### config.mk
export PLATFORM = sky130hd
export DESIGN_NAME = apt_tracker
export DESIGN_NICKNAME = d
export VERILOG_FILES = /design/src/rtl/apt_pkg.sv /design/src/rtl/apt_gprio.sv /design/src/rtl/apt_bank.sv /design/src/rtl/apt_scan.sv /design/src/rtl/apt_tracker.sv
export SDC_FILE = /design/constraint.sdc
export NUM_CORES = 1
export LEC_CHECK = 0
export CAP_MARGIN = 20
export CORE_MARGIN = 1.5
export CORE_UTILIZATION = 50
export DETAILED_ROUTE_END_ITERATION = 6
export DONT_BUFFER_PORTS = 1
export GPL_ROUTABILITY_DRIVEN = 0
export GPL_TIMING_DRIVEN = 0
export MAX_ROUTING_LAYER = met4
export SYNTH_ARGS = -nofsm -noshare
export SYNTH_HDL_FRONTEND = slang
export SYNTH_HIERARCHICAL = 1
export SYNTH_SLANG_ARGS = --single-unit
### constraint.sdc
create_clock -name clk -period 8.4 [get_ports clk]
set_input_delay 1.26 -clock clk [delete_from_list [all_inputs] [get_ports clk]]
set_output_delay 1.26 -clock clk [all_outputs]
set_load 0.005 [all_outputs]
### src/rtl/apt_pkg.sv
package apt_pkg;

  localparam int PRIO_W   = 8;
  localparam int ID_W     = 10;
  localparam int RUN_W    = 9;
  localparam int WORD_W   = 32;
  localparam logic [ID_W-1:0]  SPURIOUS_ID = 10'd1023;
  localparam logic [RUN_W-1:0] RUN_IDLE    = 9'h100;

  // Number of 32-bit words needed to hold every preemption level.
  function automatic int word_count(input int min_bp);
    int n;
    n = (128 >> min_bp) / WORD_W;
    return (n < 1) ? 1 : n;
  endfunction

  // Keep the top bits of a priority; bp+1 low bits are dropped.
  function automatic logic [PRIO_W-1:0] mask_group(input logic [PRIO_W-1:0] prio,
                                                   input logic [2:0] bp);
    logic [PRIO_W-1:0] keep;
    keep = 8'hFF << (int'(bp) + 1);
    return prio & keep;
  endfunction

  // Index of the least significant set bit of a word, 32 when empty.
  function automatic int trailing_zeros(input logic [WORD_W-1:0] w);
    for (int i = 0; i < WORD_W; i++) begin
      if (w[i]) return i;
    end
    return WORD_W;
  endfunction

endpackage

### src/rtl/apt_gprio.sv
module apt_gprio
  import apt_pkg::*;
#(
  parameter int MIN_BPR    = 0,
  parameter bit HAS_GROUPS = 1'b1,
  parameter int LVL_W      = 7 - MIN_BPR
) (
  input  logic [PRIO_W-1:0] prio,
  input  logic              grp1,
  input  logic [2:0]        bp_main,
  input  logic [2:0]        bp_alias,
  input  logic              cbp_common,
  output logic [PRIO_W-1:0] gprio,
  output logic [LVL_W-1:0]  level
);

  localparam int LVL_SHIFT = MIN_BPR + 1;

  logic       use_alias;
  logic [2:0] bp_sel;

  assign use_alias = HAS_GROUPS && grp1 && !cbp_common;
  assign bp_sel    = use_alias ? bp_alias : bp_main;
  assign gprio     = mask_group(prio, bp_sel);
  assign level     = LVL_W'(gprio >> LVL_SHIFT);

endmodule

### src/rtl/apt_bank.sv
module apt_bank
  import apt_pkg::*;
#(
  parameter int NREG  = 4,
  parameter int LVL_W = 7,
  parameter int NBITS = NREG * WORD_W
) (
  input  logic             clk,
  input  logic             rst_n,
  input  logic             set_en,
  input  logic [LVL_W-1:0] set_level,
  input  logic             clr_en,
  output logic [NBITS-1:0] bits_q,
  output logic [NBITS-1:0] bits_d
);

  logic [NREG-1:0]  word_nz;
  logic [NREG:0]    seen_nz;
  logic [NBITS-1:0] dropped;
  logic [NBITS-1:0] set_mask;

  assign seen_nz[0] = 1'b0;

  for (genvar r = 0; r < NREG; r++) begin : g_word
    logic [WORD_W-1:0] w;
    logic              hit;
    assign w              = bits_q[r*WORD_W +: WORD_W];
    assign word_nz[r]     = |w;
    assign seen_nz[r+1]   = seen_nz[r] | word_nz[r];
    assign hit            = clr_en && word_nz[r] && !seen_nz[r];
    assign dropped[r*WORD_W +: WORD_W] = hit ? (w & (w - 32'd1)) : w;
  end

  assign set_mask = NBITS'(1) << set_level;
  assign bits_d   = set_en ? (bits_q | set_mask) : dropped;

  always_ff @(posedge clk or negedge rst_n) begin
    if (!rst_n) bits_q <= '0;
    else        bits_q <= bits_d;
  end

  // the requested level bit is present after an activation
  p_set_bit_r4: assert property (@(posedge clk) disable iff (!rst_n)
    set_en |=> bits_q[$past(set_level)]);

  // a drop on a non-empty bank removes exactly one bit
  p_drop_one_r5: assert property (@(posedge clk) disable iff (!rst_n)
    (clr_en && !set_en && (|bits_q)) |=>
      ($countones(bits_q) == $countones($past(bits_q)) - 1));

  // a drop never adds bits
  p_drop_subset_r5: assert property (@(posedge clk) disable iff (!rst_n)
    (clr_en && !set_en) |=> ((bits_q & ~$past(bits_q)) == '0));

endmodule

### src/rtl/apt_scan.sv
module apt_scan
  import apt_pkg::*;
#(
  parameter int MIN_BPR = 0,
  parameter int NREG    = 4,
  parameter int NBITS   = NREG * WORD_W
) (
  input  logic [NBITS-1:0] active_any,
  output logic [RUN_W-1:0] run_next
);

  localparam int LVL_SHIFT = MIN_BPR + 1;

  logic [NREG-1:0] word_nz;
  logic [5:0]      word_tz [NREG];

  for (genvar r = 0; r < NREG; r++) begin : g_word
    assign word_nz[r] = |active_any[r*WORD_W +: WORD_W];
    assign word_tz[r] = 6'(trailing_zeros(active_any[r*WORD_W +: WORD_W]));
  end

  always_comb begin
    int  lvl;
    logic found;
    lvl   = 0;
    found = 1'b0;
    for (int r = 0; r < NREG; r++) begin
      if (!found && word_nz[r]) begin
        found = 1'b1;
        lvl   = r * WORD_W + int'(word_tz[r]);
      end
    end
    run_next = found ? RUN_W'(lvl << LVL_SHIFT) : RUN_IDLE;
  end

endmodule

### src/rtl/apt_tracker.sv
module apt_tracker
  import apt_pkg::*;
#(
  parameter int MIN_BPR      = 0,
  parameter bit HAS_GROUPS   = 1'b1,
  parameter bit HAS_SECURITY = 1'b1,
  localparam int NREG  = word_count(MIN_BPR),
  localparam int NBITS = NREG * WORD_W
) (
  input  logic             clk,
  input  logic             rst_n,
  input  logic             act_req,
  input  logic [9:0]       act_id,
  input  logic [7:0]       act_prio,
  input  logic             act_grp1,
  input  logic [2:0]       bp_main,
  input  logic [2:0]       bp_alias,
  input  logic             cbp_common,
  input  logic             eoi_req,
  input  logic             eoi_grp1,
  input  logic             eoi_nonsecure,
  output logic [8:0]       running_prio,
  output logic [NBITS-1:0] active_g0,
  output logic [NBITS-1:0] active_g1
);

  localparam int LVL_W = 7 - MIN_BPR;

  logic [PRIO_W-1:0] gprio;
  logic [LVL_W-1:0]  level;
  logic              act_take;
  logic              act_to_g1;
  logic              eoi_group;
  logic              eoi_blocked;
  logic              eoi_take;
  logic [1:0]        set_en;
  logic [1:0]        clr_en;
  logic [NBITS-1:0]  bank_q [2];
  logic [NBITS-1:0]  bank_d [2];
  logic [RUN_W-1:0]  run_next;
  logic [RUN_W-1:0]  run_q;

  apt_gprio #(
    .MIN_BPR    (MIN_BPR),
    .HAS_GROUPS (HAS_GROUPS),
    .LVL_W      (LVL_W)
  ) gprio_i (
    .prio       (act_prio),
    .grp1       (act_grp1),
    .bp_main    (bp_main),
    .bp_alias   (bp_alias),
    .cbp_common (cbp_common),
    .gprio      (gprio),
    .level      (level)
  );

  // Request arbitration: activation wins, idle or blocked completions drop.
  assign act_take    = act_req && (act_id != SPURIOUS_ID);
  assign act_to_g1   = HAS_GROUPS && act_grp1;
  assign eoi_group   = HAS_GROUPS && eoi_grp1;
  assign eoi_blocked = HAS_SECURITY && eoi_nonsecure && !eoi_group;
  assign eoi_take    = eoi_req && !act_req && (run_q != RUN_IDLE) && !eoi_blocked;

  assign set_en = {act_take && act_to_g1, act_take && !act_to_g1};
  assign clr_en = {eoi_take && eoi_group, eoi_take && !eoi_group};

  for (genvar b = 0; b < 2; b++) begin : g_bank
    apt_bank #(
      .NREG   (NREG),
      .LVL_W  (LVL_W)
    ) bank_i (
      .clk       (clk),
      .rst_n     (rst_n),
      .set_en    (set_en[b]),
      .set_level (level),
      .clr_en    (clr_en[b]),
      .bits_q    (bank_q[b]),
      .bits_d    (bank_d[b])
    );
  end

  apt_scan #(
    .MIN_BPR (MIN_BPR),
    .NREG    (NREG)
  ) scan_i (
    .active_any (bank_d[0] | bank_d[1]),
    .run_next   (run_next)
  );

  always_ff @(posedge clk or negedge rst_n) begin
    if (!rst_n)        run_q <= RUN_IDLE;
    else if (act_take) run_q <= {1'b0, gprio};
    else if (eoi_take) run_q <= run_next;
  end

  assign running_prio = run_q;
  assign active_g0    = bank_q[0];
  assign active_g1    = bank_q[1];

  // idle running priority exactly when no level is recorded
  p_idle_iff_empty_r6: assert property (@(posedge clk) disable iff (!rst_n)
    (run_q == RUN_IDLE) == ((bank_q[0] | bank_q[1]) == '0));

  // running priority follows the group priority of an activation
  p_act_running_r2: assert property (@(posedge clk) disable iff (!rst_n)
    act_take |=> (run_q == {1'b0, $past(gprio)}));

  // completion while idle has no effect
  p_idle_eoi_r7: assert property (@(posedge clk) disable iff (!rst_n)
    (eoi_req && !act_req && run_q == RUN_IDLE) |=>
      ($stable(run_q) && $stable(bank_q[0]) && $stable(bank_q[1])));

  // non-secure completion of a group 0 interrupt has no effect
  p_ns_g0_ignored_r8: assert property (@(posedge clk) disable iff (!rst_n)
    (HAS_SECURITY && eoi_req && !act_req && eoi_nonsecure && !eoi_group) |=>
      ($stable(run_q) && $stable(bank_q[0]) && $stable(bank_q[1])));

  // spurious acknowledge has no effect, even with a completion beside it
  p_spurious_r9: assert property (@(posedge clk) disable iff (!rst_n)
    (act_req && act_id == SPURIOUS_ID) |=>
      ($stable(run_q) && $stable(bank_q[0]) && $stable(bank_q[1])));

  // no bank is set and cleared in the same cycle
  p_one_op_r10: assert property (@(posedge clk) disable iff (!rst_n)
    $onehot0({|set_en, |clr_en}));

endmodule

=== Word level (Yosys, flattened, before mapping) ===
Cells that the tools add are included.
Widths: inputs -> output; s select.

* Register bits after elaboration: 265
* Bits in latches: 0
* Memory bits (writable): 0
* Memory bits (read-only): 0
* Input port bits: 32
* Memories: 0

* Add/subtract/negate cells: 12
* Multiply operators: 0
* Div/mod/pow operators: 0
* Order comparisons: 0
* Equal/unequal tests: 2
* Shift-type cells: 2
* Multiplexer cells: 3,912
* Bitwise logic cells: 16
* Reductions and logical operators: 54

{| class="wikitable"
|+ Operator list
! cell !! number
|-
| $mux 6 || 1,027
|-
| $mux 1 || 2,861
|-
| $or 128x128->128 || 3
|-
| $reduce_or 32->1 || 12
|-
| $and 32x32->32 || 8
|-
| $mux 128 || 2
|-
| $mux 32 || 8
|-
| $sub 32x1->32 const B || 8
|-
| $shl 1x7->128 const A || 1
|-
| $shl 8x32->8 const A || 1
|-
| $logic_and 1x1->1 || 27
|-
| $mux 9 || 3
|-
| $add 7x6->8 const A || 2
|-
| $mux 8 || 2
|-
| $logic_not 1->1 || 14
|-
| $mux 2 || 6
|-
| $ne 10x10->1 const B || 1
|-
| $ne 9x9->1 const B || 1
|-
| $and 8x8->8 || 1
|-
| $add 6x6->7 const A || 1
|-
| $mux 7 || 1
|-
| $mux 3 || 2
|-
| $add 3x1->4 const B || 1
|-
| $or 1x1->1 || 4
|-
| $reduce_bool 2->1 || 1
|}

=== Longest topological paths before layout ===
Gate-level depths: netlist (run 1).

* Depth in word-level cells: 515
* Mapped depth: 25

=== Cells and area by module ===
Netlist (run 1), hierarchy kept.

{| class="wikitable"
|+ Modules (own cells, without submodules)
! module !! times used !! cells each !! area each (µm²) !! seq. area each (µm²)
|-
| apt_bank at g_bank[1].bank_i || 1 || 649 || 6,052.1 || 3,203.1
|-
| apt_bank at g_bank[0].bank_i || 1 || 649 || 6,025.8 || 3,203.1
|-
| apt_scan || 1 || 383 || 2,120.8 || 0.0
|-
| apt_tracker || 1 || 190 || 1,326.3 || 226.5
|-
| apt_gprio || 1 || 33 || 262.8 || 0.0
|}

=== Worst setup path before layout (run 1) ===
No wires, ideal clock.

* Path type: input-to-reg
* From: input port act_id[5]
* To: register run_q[1] (netlist: running_prio[1])
* Setup time: 0.095 ns
* Arrival: 5.956 ns
* Required time: 8.305 ns
* Setup slack: 2.348 ns
* Cell stages on the path: 21
* Path buffers: 2
* Cells stage by stage: nand2_1 > o41ai_1 > clkbuf_1 > nor2_1 > nand2b_1 > nor3_1 > nand4_1 > nor4b_1 > clkbuf_1 > a21oi_1 > or2_2 > nor4_1 > nand3_1 > nor3b_4 > nand3b_4 > nor3_4 > nand2_1 > a2111o_1 > nand3_1 > mux2i_1 > o31ai_1

{| class="wikitable"
|+ RTL lines
! item !! RTL line !! RTL
|-
| from (decl) || apt_tracker.sv:13 || <nowiki>input logic [9:0] act_id,</nowiki>
|-
| to (signal assigned) || apt_tracker.sv:92 || <nowiki>else if (act_take) run_q <= {1'b0, gprio};</nowiki>
|-
| to (signal assigned) || apt_tracker.sv:93 || <nowiki>else if (eoi_take) run_q <= run_next;</nowiki>
|-
| to (decl) || apt_tracker.sv:41 || <nowiki>logic [RUN_W-1:0] run_q;</nowiki>
|}

==> summary.md, run 1 <==
| Metric | Value |
|---|---|
| Status | finished clean |
| Crit share post-route | 0.960 |
| Diode count | 0 |
| Clk buf depth | 3 |
| Post-Syn Area | between 0.015 and 0.02 mm² |
| Max-Cap Viols | 0 |
| GRT Util Overall | 0.391 |
| Nets@finish | 1984 |
| CTS resizes | 0 |
| Site row count | 64 |
| Post-synthesis sequential area ratio | 0.420 |
| Final setup violation count | 0 |
| Clk Latency, worst-skew pair | around 0.56 ns |
| DRC | 0 |
| CTS Buf Count | 29 |
| Vias | between 15000 and 20000 |
| Post-CTS setup buffers | 0 |
| DR WL/cell | ~27 µm |
| WL final | between 60000 and 70000 µm |
| CTS Sinks | approximately 270 |
| Crit path cell chain | nand2_1, o41ai_1, clkbuf_1, nor2_1, nand2b_1, nor3_1, nand4_1, nor4b_1, clkbuf_1, a21oi_1, or2_2, nor4_1, nand3_1, nor3b_4, nand3b_4, nor3_4, and2_1, nand4_1, o2111ai_1, mux2i_1, o31ai_1 |
| Minimum clock period | ~8 ns |
| Pre-Repair DR Iteration Count | 5 |
| CP Max Fanout | 10 |
| Post-synth EDFFs | 0 |
| WP data arrival | between 8 and 9 ns |
| Commonest non-fill, non-tap cell in the layout | a21oi_1 |
| Port buffer count | 0 |
| Ports | around 300 |
| FILL cells | around 2900 |
| Post-synth cell types | between 80 and 90 |
| Relative slew slack | 0.187 |
| Hpwl dp | approximately 49000 µm |
| Crit path required time | just under 9 ns |
| #FFs+latches synth | ~270 |
| Post-synth ARST share | 1.00 |
| Largest net degree at the start of global routing | approximately 270 |
| Initial antenna violation count | 0 |
| Core Util, Final | 0.565 |
| Area leader, netlist | dfrtp_1 |
| Vias in the first global route | between 15000 and 20000 |
| Fin Clk Skew | approximately 0.0086 ns |
| Reg-to-reg slack, setup | about 1.4 ns |
| Pwr per Cell Area | 274 mW/mm² |
| Least-Margin Pin Slew | around 1.2 ns |
| Final hold vios | 0 |
| CP max-delay cell | nor3_1 |
| Synth Instances | approximately 1900 |
| Reg2reg start | running_prio[4] |
| Vias per cell | slightly below 7 |
| YS warnings | 6 |
| Worst VDD drop | 0.157 mV |
| Critical Path End Type | flip-flop |
| Pleak | 7.86 nW |
| Layout cells sized above 1 | 0.141 |
| H-tree Lvls | 1 |
| Syn nets | approximately 1900 |
| Post-route ant nets | 0 |
| Setup TNS | 0 ns |
| Initial core utilization | 0.512 |
| First-iteration detailed-routing DRC count | between 1500 and 2000 |
| Chip width | between 150 and 200 µm |
| Area grow syn2layout | 10.2% |
| Reg2Reg Depth | 20 |
| Hold Buf Count CTS | 0 |
| Worst Hold Class | primary input to asynchronous set/reset pin |
| Synth top area cells | dfrtp_1 (42%), a21oi_1 (13%), nor2_1 (5.4%), or2_2 (5.4%), nor3_1 (4.6%) |
| Die height | 181 µm |
| Syn avg cell area | slightly above 8 µm² |
| Die area | 0.0327 mm² |
| Slew Limit Fails | 0 |
| Highest clock rate | approximately 120 MHz |
| Max incr delay on CP | roughly 0.92 ns |
| Family with the most delay on the worst path | simple AND/OR/NAND/NOR gates |
| CTS Root Cell | clkbuf_16 |
| R2R Path End | running_prio[3] |
| Top-area cell type share of the netlist area | 0.418 |
| Crit Path Class | primary input to flip-flop |
| Ys flop type | dfrtp_1 |
| Unrepaired setup endpoints after global routing | false |
| CTS clk-pin slew, worst paths | about 0.060 ns |
| Core Area | between 0.03 and 0.04 mm² |
| Most frequent cells in the layout | a21oi_1 (417), dfrtp_1 (264), nor2_1 (227) |
| Gr ovfl total | 0 |
| First-pass GRT wire length | 94600 µm |
| CTS tree | done |
| Buf/Inv on CP | 2 |
| Critical path startpoint category | primary input |
logic make-up (layout without fill, tap and decap cells):
logic type	Yosys count	in the layout	synth area share
buf+inv	141	207	0.0392
simple gates	856	856	0.305
compound gates	631	631	0.228
mux	7	7	0.00539
xor+xnor	1	1	0.000555
fa+ha+maj	2	2	0.00158
flops	265	265	0.420
other cells	1	1	0.000238
through the flow:
stage / area, µm² / power (mW) / hold WS (ns) / cells / setup WS [ns]
floorplan: 15800 / 2.89 / 0.485 / 1904 / 2.35
global placement: 16300 / 3.38 / 0.516 / 2300 / 0.144
detailed placement: 16400 / 3.41 / 0.521 / 2312 / 0.0829
CTS: 17400 / 4.72 / 0.390 / 2363 / 0.642
global route: 17400 / 5.02 / 0.385 / 2366 / 0.122
finish: 17400 / 4.77 / 0.399 / 2366 / 0.339
final cells by class:
| cell class | instances | area [µm²] | area share |
|---|---|---|---|
| flip-flops and latches | 265 | 6630 | 0.381 |
| well taps | 396 | 495 | 0.0285 |
| inverters | 79 | 297 | 0.0170 |
| repair buffers | 15 | 129 | 0.00740 |
| clock inverters | 6 | 82.6 | 0.00474 |
| plain buffers | 62 | 322 | 0.0185 |
| clock buffers | 45 | 876 | 0.0503 |
| multi-input cells | 1498 | 8570 | 0.492 |
registers in the layout, indices dropped and copies added, names as in the netlist:
signal / count
running_prio: 9
g_bank.bank_i/bits_q: 256
per-layer routing:
metal | wire (µm) | share of wire | global-route usage
met5 | 0 | 0 | -
met4 | 2770 | 0.044 | 0.162
met3 | 7470 | 0.12 | 0.110
met2 | 28200 | 0.44 | 0.585
met1 | 25000 | 0.39 | 0.497
synthesized netlist by cell type (all sizes together), types with 11 or more instances:
library cell and n:
nand2b 20, o21ai 36, or3 27, dfrtp 264, nor3 149, a21oi 433, a31oi 82, o31ai 11
nor2 227, nor2b 17, or2 137, or4 37, and3 14, clkbuf 43, nor4 78, buf 19
nand4 16, nand2 58, nand3 27, inv 79
how the worst max path moves through the flow:
stage          startpoint              end  slack [ns]  cells past startpoint
4_1_cts         act_id[5]  running_prio[3]        0.64                     21
6_report        act_id[5]  running_prio[3]        0.34                     21
5_1_grt         act_id[5]  running_prio[3]        0.12                     21
2_1_floorplan   act_id[5]  running_prio[1]        2.35                     21
3_3_place_gp    act_id[5]  running_prio[1]        0.14                     21
3_5_place_dp    act_id[5]  running_prio[3]        0.08                     21
power by group:
part,leakage [nW],internal [mW],switching (mW)
logic,3.77,0.640,1.18
registers,3.61,1.41,0.236
clock network,0.470,0.770,0.532
total,7.86,2.82,1.94
Note: power is estimated with default switching activity, not from simulation.
==> run 2, diff against run 1 <==
--- a/config.mk
+++ b/config.mk
@@ -13,6 +13,7 @@
 export GPL_ROUTABILITY_DRIVEN = 0
 export GPL_TIMING_DRIVEN = 0
 export MAX_ROUTING_LAYER = met4
+export REMOVE_ABC_BUFFERS = 1
 export SYNTH_ARGS = -nofsm -noshare
 export SYNTH_HDL_FRONTEND = slang
 export SYNTH_HIERARCHICAL = 1
==> run 2 against run 1 <==
Against the previous run: die area unchanged; sequential share of layout area down 0.36 points; combinational power barely moved; flip-flop and latch count is the same; sequential power is essentially flat; count of clock-buffer cells in the layout is 6 lower; clock skew rose by 0.0024 ns; fmax grew 14%; via count fell by 0.52%; first-iteration DRC count fell by 2.9%.
==> summary.md, run 2 (synthesized netlist as in run 1, its figures left out) <==
| Metric | Value |
|---|---|
| Status | finished clean |
| Pleak | 7.93 nW |
| Core Area | between 0.03 and 0.04 mm² |
| Reg-to-reg slack, setup | about 1.8 ns |
| Fin Clk Skew | 0.0110 ns |
| Vias per cell | about 7 |
| CP most frequent cell | a21oi_1 |
| Minimum clock period | roughly 7 ns |
| Initial core utilization | 0.512 |
| Commonest non-fill, non-tap cell in the layout | a21oi_1 |
| H-tree Lvls | 1 |
| Chip width | roughly 180 µm |
| Vias | roughly 16000 |
| CP max-delay cell | nor3b_2 |
| Reg2reg start | g_bank[1].bank_i/bits_q[4] |
| Register bank with the most flops | g_bank.bank_i/bits_q |
| Final hold vios | 0 |
| Pwr Total | between 4 and 5 mW |
| Pwr per Cell Area | approximately 280 mW/mm² |
| Worst VDD drop | between 0.15 and 0.2 mV |
| CTS Buf Count | 31 |
| Slew Limit Fails | 0 |
| Crit path cell chain | nor2b_4, mux2_2, ha_1, xnor2_1, nor3b_2, nand2b_1, nor2_1, a21oi_1, a21oi_1, or2_2, nor4_1, nand4_1, nor4_4, nand3b_4, nor3_1, nand3_1, o2111ai_1, mux2i_1, o31ai_1 |
| DR WL/cell | 27.0 µm |
| WP data arrival | roughly 7.5 ns |
| Pre-Repair DR Iteration Count | 6 |
| Initial antenna violation count | 0 |
| Final setup violation count | 0 |
| Highest clock rate | 142 MHz |
| Die height | between 150 and 200 µm |
| Port buffer count | 0 |
| Most frequent cells in the layout | a21oi_1 (416), dfrtp_1 (264), nor2_1 (227) |
| CTS clk-pin slew, worst paths | 0.06 ns |
| Die area | roughly 0.033 mm² |
| Setup TNS | 0 ns |
| Vias in the first global route | approximately 15000 |
| DRC | 0 |
| CTS Sinks | between 200 and 300 |
| Buf/Inv on CP | 0 |
| Crit share post-route | 0.839 |
| CP Max Fanout | 13 |
| Critical Path End Type | flip-flop |
| Least-Margin Pin Slew | 1.27 ns |
| Gr ovfl total | 0 |
| Worst setup path start | act_grp1 |
| Post-route ant nets | 0 |
| CTS Root Cell | clkbuf_16 |
| Max incr delay on CP | about 0.9 ns |
| CP Depth | 19 |
| First-iteration detailed-routing DRC count | 1907 |
| First-pass GRT wire length | between 90000 and 100000 µm |
| Nets@finish | about 1900 |
| Relative slew slack | 0.142 |
| Max-Cap Viols | 0 |
| Layout cells sized above 1 | 0.155 |
| Family with the most delay on the worst path | simple AND/OR/NAND/NOR gates |
| Crit Path Class | primary input to flip-flop |
| Area grow syn2layout | 11.3% |
| GRT Util Overall | 0.381 |
| Max reg flops | ~260 |
| Site row count | 64 |
| Diode count | 0 |
| Largest net degree at the start of global routing | 266 |
| Clk Latency, worst-skew pair | a little under 0.6 ns |
| WL final | 62900 µm |
| CTS tree | done |
| Hold Buf Count CTS | 0 |
| CTS resizes | 0 |
| Clk buf depth | 3 |
| Hpwl dp | ~47000 µm |
| Critical path startpoint category | primary input |
| Crit path required time | slightly below 9 ns |
| Ports | just under 300 |
| Unrepaired setup endpoints after global routing | false |
| Worst Hold Class | primary input to asynchronous set/reset pin |
| Post-CTS setup buffers | 0 |
| Reg2Reg Depth | 15 |
==> run 2: cell count changes in the layout (fill, tap and decap cells not counted), sizes merged <==
cell | before | now
buf | 33 | 32
inv | 79 | 81
bufinv | 2 | 6
clkbuf | 89 | 42
clkinv | 3 | 8
clkinvlp | 1 | 3
==> run 2: power by group <==
group	leakage [nW]	switching [mW]	internal [mW]	total, mW
sequential	3.61	0.245	1.41	1.66
combinational	3.76	1.16	0.642	1.81
clock	0.553	0.590	0.912	1.50
total	7.93	2.00	2.97	4.97
==> run 2: path summary, 6_finish.rpt <==
kind / endpoint
worst min-delay path: g_bank[0].bank_i/bits_q[74]
worst min register to register: running_prio[8]
worst max-delay path: running_prio[3]
min in group clk: running_prio[8]
max in group asynchronous: g_bank[0].bank_i/bits_q[28]
worst max register to register: running_prio[3]
==> run 2: area by class of cell <==
class | instances | area, µm²
clock buffers | 39 | 866
clock inverters | 19 | 260
fillers | 2761 | 13300
inverters | 79 | 297
multi-input cells | 1498 | 8640
flip-flops and latches | 265 | 6630
well taps | 396 | 495
repair buffers | 35 | 379
==> run 2: stage by stage <==
step                      hold WS (ns)  area [µm²]  worst slack, ns  cells   util
after floorplan                  0.485       15500            0.479   1842      -
after global placement           0.539       16000            -3.18   2238  0.518
after detailed placement         0.539       16400             1.03   2266  0.531
after CTS                        0.361       17500             1.66   2324  0.568
after global routing             0.365       17600             1.08   2331  0.570
final                            0.374       17600             1.35   2331  0.570
==> run 2: metal layers <==
metal,global-route usage,up-vias,part of all wire
li1,-,7109,-
met1,0.476,7706,0.39
met2,0.561,990,0.44
met3,0.126,192,0.13
met4,0.173,0,0.050
met5,-,-,0
==> run 3, diff against run 2 <==
--- a/config.mk
+++ b/config.mk
@@ -5,6 +5,7 @@
 export SDC_FILE = /design/constraint.sdc
 export NUM_CORES = 1
 export LEC_CHECK = 0
+export ABC_AREA = 1
 export CAP_MARGIN = 20
 export CORE_MARGIN = 1.5
 export CORE_UTILIZATION = 50
==> constraint.sdc (replaced) <==
create_clock -name clk -period 7.1 [get_ports clk]
set_input_delay 1.065 -clock clk [delete_from_list [all_inputs] [get_ports clk]]
set_output_delay 1.065 -clock clk [all_outputs]
set_load 0.005 [all_outputs]
==> run 3 against run 2 <==
Against the previous run: the flow now finishes with violations (design-rule violations); synthesized cell count grew 86%; setup slack lost 1.3 ns; critical path depth grew 46; cell area grew 32%; clock power grew 27%; critical endpoint is now running_prio[1]; largest cell class unchanged; highest routed layer unchanged.
==> summary.md, run 3 <==
| Metric | Value |
|---|---|
| Status | finished with violations |
| Violated checks | design-rule violations |
| Ys flop type | dfrtp_1 |
| Post-synth ARST share | 1.00 |
| Clk buf depth | 3 |
| CTS tree | done |
| Syn avg cell area | 6.00 µm² |
| Hpwl dp | about 72000 µm |
| Initial core utilization | 0.508 |
| Max-Cap Viols | 0 |
| Family with the most delay on the worst path | simple AND/OR/NAND/NOR gates |
| Commonest non-fill, non-tap cell in the layout | nand2_1 |
| Top-area cell type share of the netlist area | 0.310 |
| CTS Buf Count | 36 |
| Synth top area cells | dfrtp_1 (31%), nand2_1 (18%), nor2_1 (11%), inv_1 (8.9%), nand3_1 (6.6%) |
| Area grow syn2layout | 9.22% |
| CTS Sinks | around 270 |
| Fin Clk Skew | ~0.018 ns |
| CTS clk-pin slew, worst paths | approximately 0.06 ns |
| Port buffer count | 0 |
| First-iteration detailed-routing DRC count | approximately 3200 |
| Initial antenna violation count | 1 |
| Multi-input gate area | around 0.012 mm² |
| Nets@finish | approximately 3600 |
| #FFs+latches synth | ~270 |
| Pre-Repair DR Iteration Count | 7 |
| WL final | around 94000 µm |
| Post-synth EDFFs | 0 |
| Site row count | 75 |
| FILL cells | between 4000 and 5000 |
| Relative slew slack | 0.307 |
| Worst Setup Slack, final | roughly 0.076 ns |
| Worst VDD drop | ~0.13 mV |
| DRC | 58 |
| Worst Hold Class | primary input to asynchronous set/reset pin |
| Critical path startpoint category | primary input |
| Core Util, Final | 0.554 |
| Die area | roughly 0.044 mm² |
| Vias per cell | 5.89 |
| Largest net degree at the start of global routing | between 200 and 300 |
| GRT Util Overall | 0.423 |
| Unrepaired setup endpoints after global routing | true |
| Gr ovfl total | 0 |
| Synth cell count leaders | nand2_1 (1007), nor2_1 (645), inv_1 (504), nand3_1 (279), dfrtp_1 (264) |
| Max incr delay on CP | roughly 0.8 ns |
| CP max-delay cell | nor4_2 |
| Pwr Total | 5.90 mW |
| Pre-CTS WS | -1.29 ns |
| YS warnings | 6 |
| Reg area | approximately 0.0066 mm² |
| WP data arrival | around 7.5 ns |
| Synth Instances | ~3500 |
| Ports | 297 |
| Register bank with the most flops | g_bank.bank_i/bits_q |
| Pwr per Cell Area | 254 mW/mm² |
| Most frequent cells in the layout | nand2_1 (1003), nor2_1 (618), inv_1 (499) |
| Slew Limit Fails | 0 |
| Layout cells sized above 1 | 0.105 |
| Critical Path End Type | flip-flop |
| Placed cell areas | 0.0217 mm² |
| Highest clock rate | 142 MHz |
| Final setup violation count | 0 |
| First-pass GRT wire length | around 130000 µm |
| Die height | 209 µm |
| Max reg flops | about 260 |
| Final hold vios | 0 |
| DR WL/cell | around 23 µm |
| CTS Root Cell | clkbuf_16 |
| Least-Margin Pin Slew | ~1.0 ns |
| Minimum clock period | around 7.0 ns |
| Post-Syn Area | between 0.02 and 0.025 mm² |
| CP Max Fanout | 15 |
| Post-route ant nets | 0 |
| Most common cell in the synthesized netlist | nand2_1 |
| CP most frequent cell | nand2_1 |
| Crit share post-route | 0.989 |
| H-tree Lvls | 2 |
| Vias | about 24000 |
| Crit path required time | about 7.6 ns |
| Crit Path Class | primary input to flip-flop |
| Post-synthesis sequential area ratio | 0.312 |
| Core Area | between 0.04 and 0.05 mm² |
| Post-synth cell types | between 50 and 60 |
| Area leader, netlist | dfrtp_1 |
| Cell area after layout | between 0.02 and 0.025 mm² |
| Vias in the first global route | between 20000 and 25000 |
| Clk Latency, worst-skew pair | 0.55 ns |
| Chip width | ~210 µm |
| Buf/Inv on CP | 6 |
| Pleak | between 10 and 15 nW |
[run 3: changes by cell type in the layout (fill, tap and decap cells not counted), moves of 29 or more]
cell,before,now
nor2_2,0,45
nand2_1,58,1003
inv_1,79,499
or4_1,30,0
nand3_1,27,276
nor2_1,227,618
nor4_1,65,14
o21ai_0,36,202
a31oi_1,82,22
o21bai_1,2,53
nor3_1,138,37
a21oi_1,416,50
nand4_1,16,45
[run 3: kinds of logic (layout without fill, tap and decap cells)]
group | Yosys count | after routing | share of synthesized area
AOI/OAI and AO/OA | 397 | 397 | 0.108
adders and majority gates | 2 | 2 | 0.00118
buffers and inverters | 633 | 629 | 0.120
DFF | 265 | 265 | 0.312
other | 1 | 2 | 0.000176
and+or+nand+nor | 2251 | 2254 | 0.459
[run 3: worst register-to-register path, delay by kind of cell (launching register included)]
kind,cells,cell delay (ns)
buffers and inverters,3,0.20
flip-flops,1,0.44
AND/OR/NAND/NOR,66,5.80
[run 3: power by group]
part	switching (mW)	total (mW)	internal (mW)
Combinational	1.35	1.98	0.628
Clock	0.734	1.91	1.18
Sequential	0.326	2.01	1.68
[run 3: final timing paths]
path	start	depth (start not counted)	to	slack (ns)
setup / recovery	cbp_common	65	running_prio[1]	0.08
hold / removal	rst_n	0	g_bank[0].bank_i/bits_q[57]	0.20
setup reg to reg	g_bank[0].bank_i/bits_q[40]	69	running_prio[1]	0.57
hold reg to reg	running_prio[8]	2	running_prio[8]	0.55
min in group clk	running_prio[8]	2	running_prio[8]	0.55
max in group asynchronous	rst_n	0	g_bank[0].bank_i/bits_q[64]	6.44
[run 3: area by class of cell]
class | instances | share of cell area
Multi-Input combinational cell | 2654 | 0.530
Sequential cell | 265 | 0.285
Inverter | 535 | 0.0891
Clock buffer | 51 | 0.0455
Tap cell | 539 | 0.0290
Timing Repair Buffer | 29 | 0.0133
Clock inverter | 9 | 0.00657
Timing Repair inverter | 5 | 0.00129
Antenna cell | 1 | 0.000108
[run 3: what timing repair did]
action	in CTS	in global routing
resized for setup	7	48
cloned	2	6
hold buffers	0	0
setup buffers	0	19
setup endpoints to repair	8	8
pin swaps	0	7
[run 3: metal layers]
layer,GRT usage,vias up,wire length (µm)
met4,0.349,0,9330
met1,0.467,11092,32900
met5,-,-,0
li1,-,11052,-
met3,0.120,433,11000
met2,0.636,1494,40700
[run 3: metrics by stage]
| stage | setup TNS, ns | hold slack [ns] | instances |
|---|---|---|---|
| CTS | -0.0763 | 0.196 | 4060 |
| global placement | -979.53 | 0.528 | 3990 |
| finish | 0 | 0.204 | 4088 |
| global route | -0.253 | 0.195 | 4088 |
| floorplan | -83.21 | 0.504 | 3451 |
| detailed placement | -7.20 | 0.545 | 3998 |
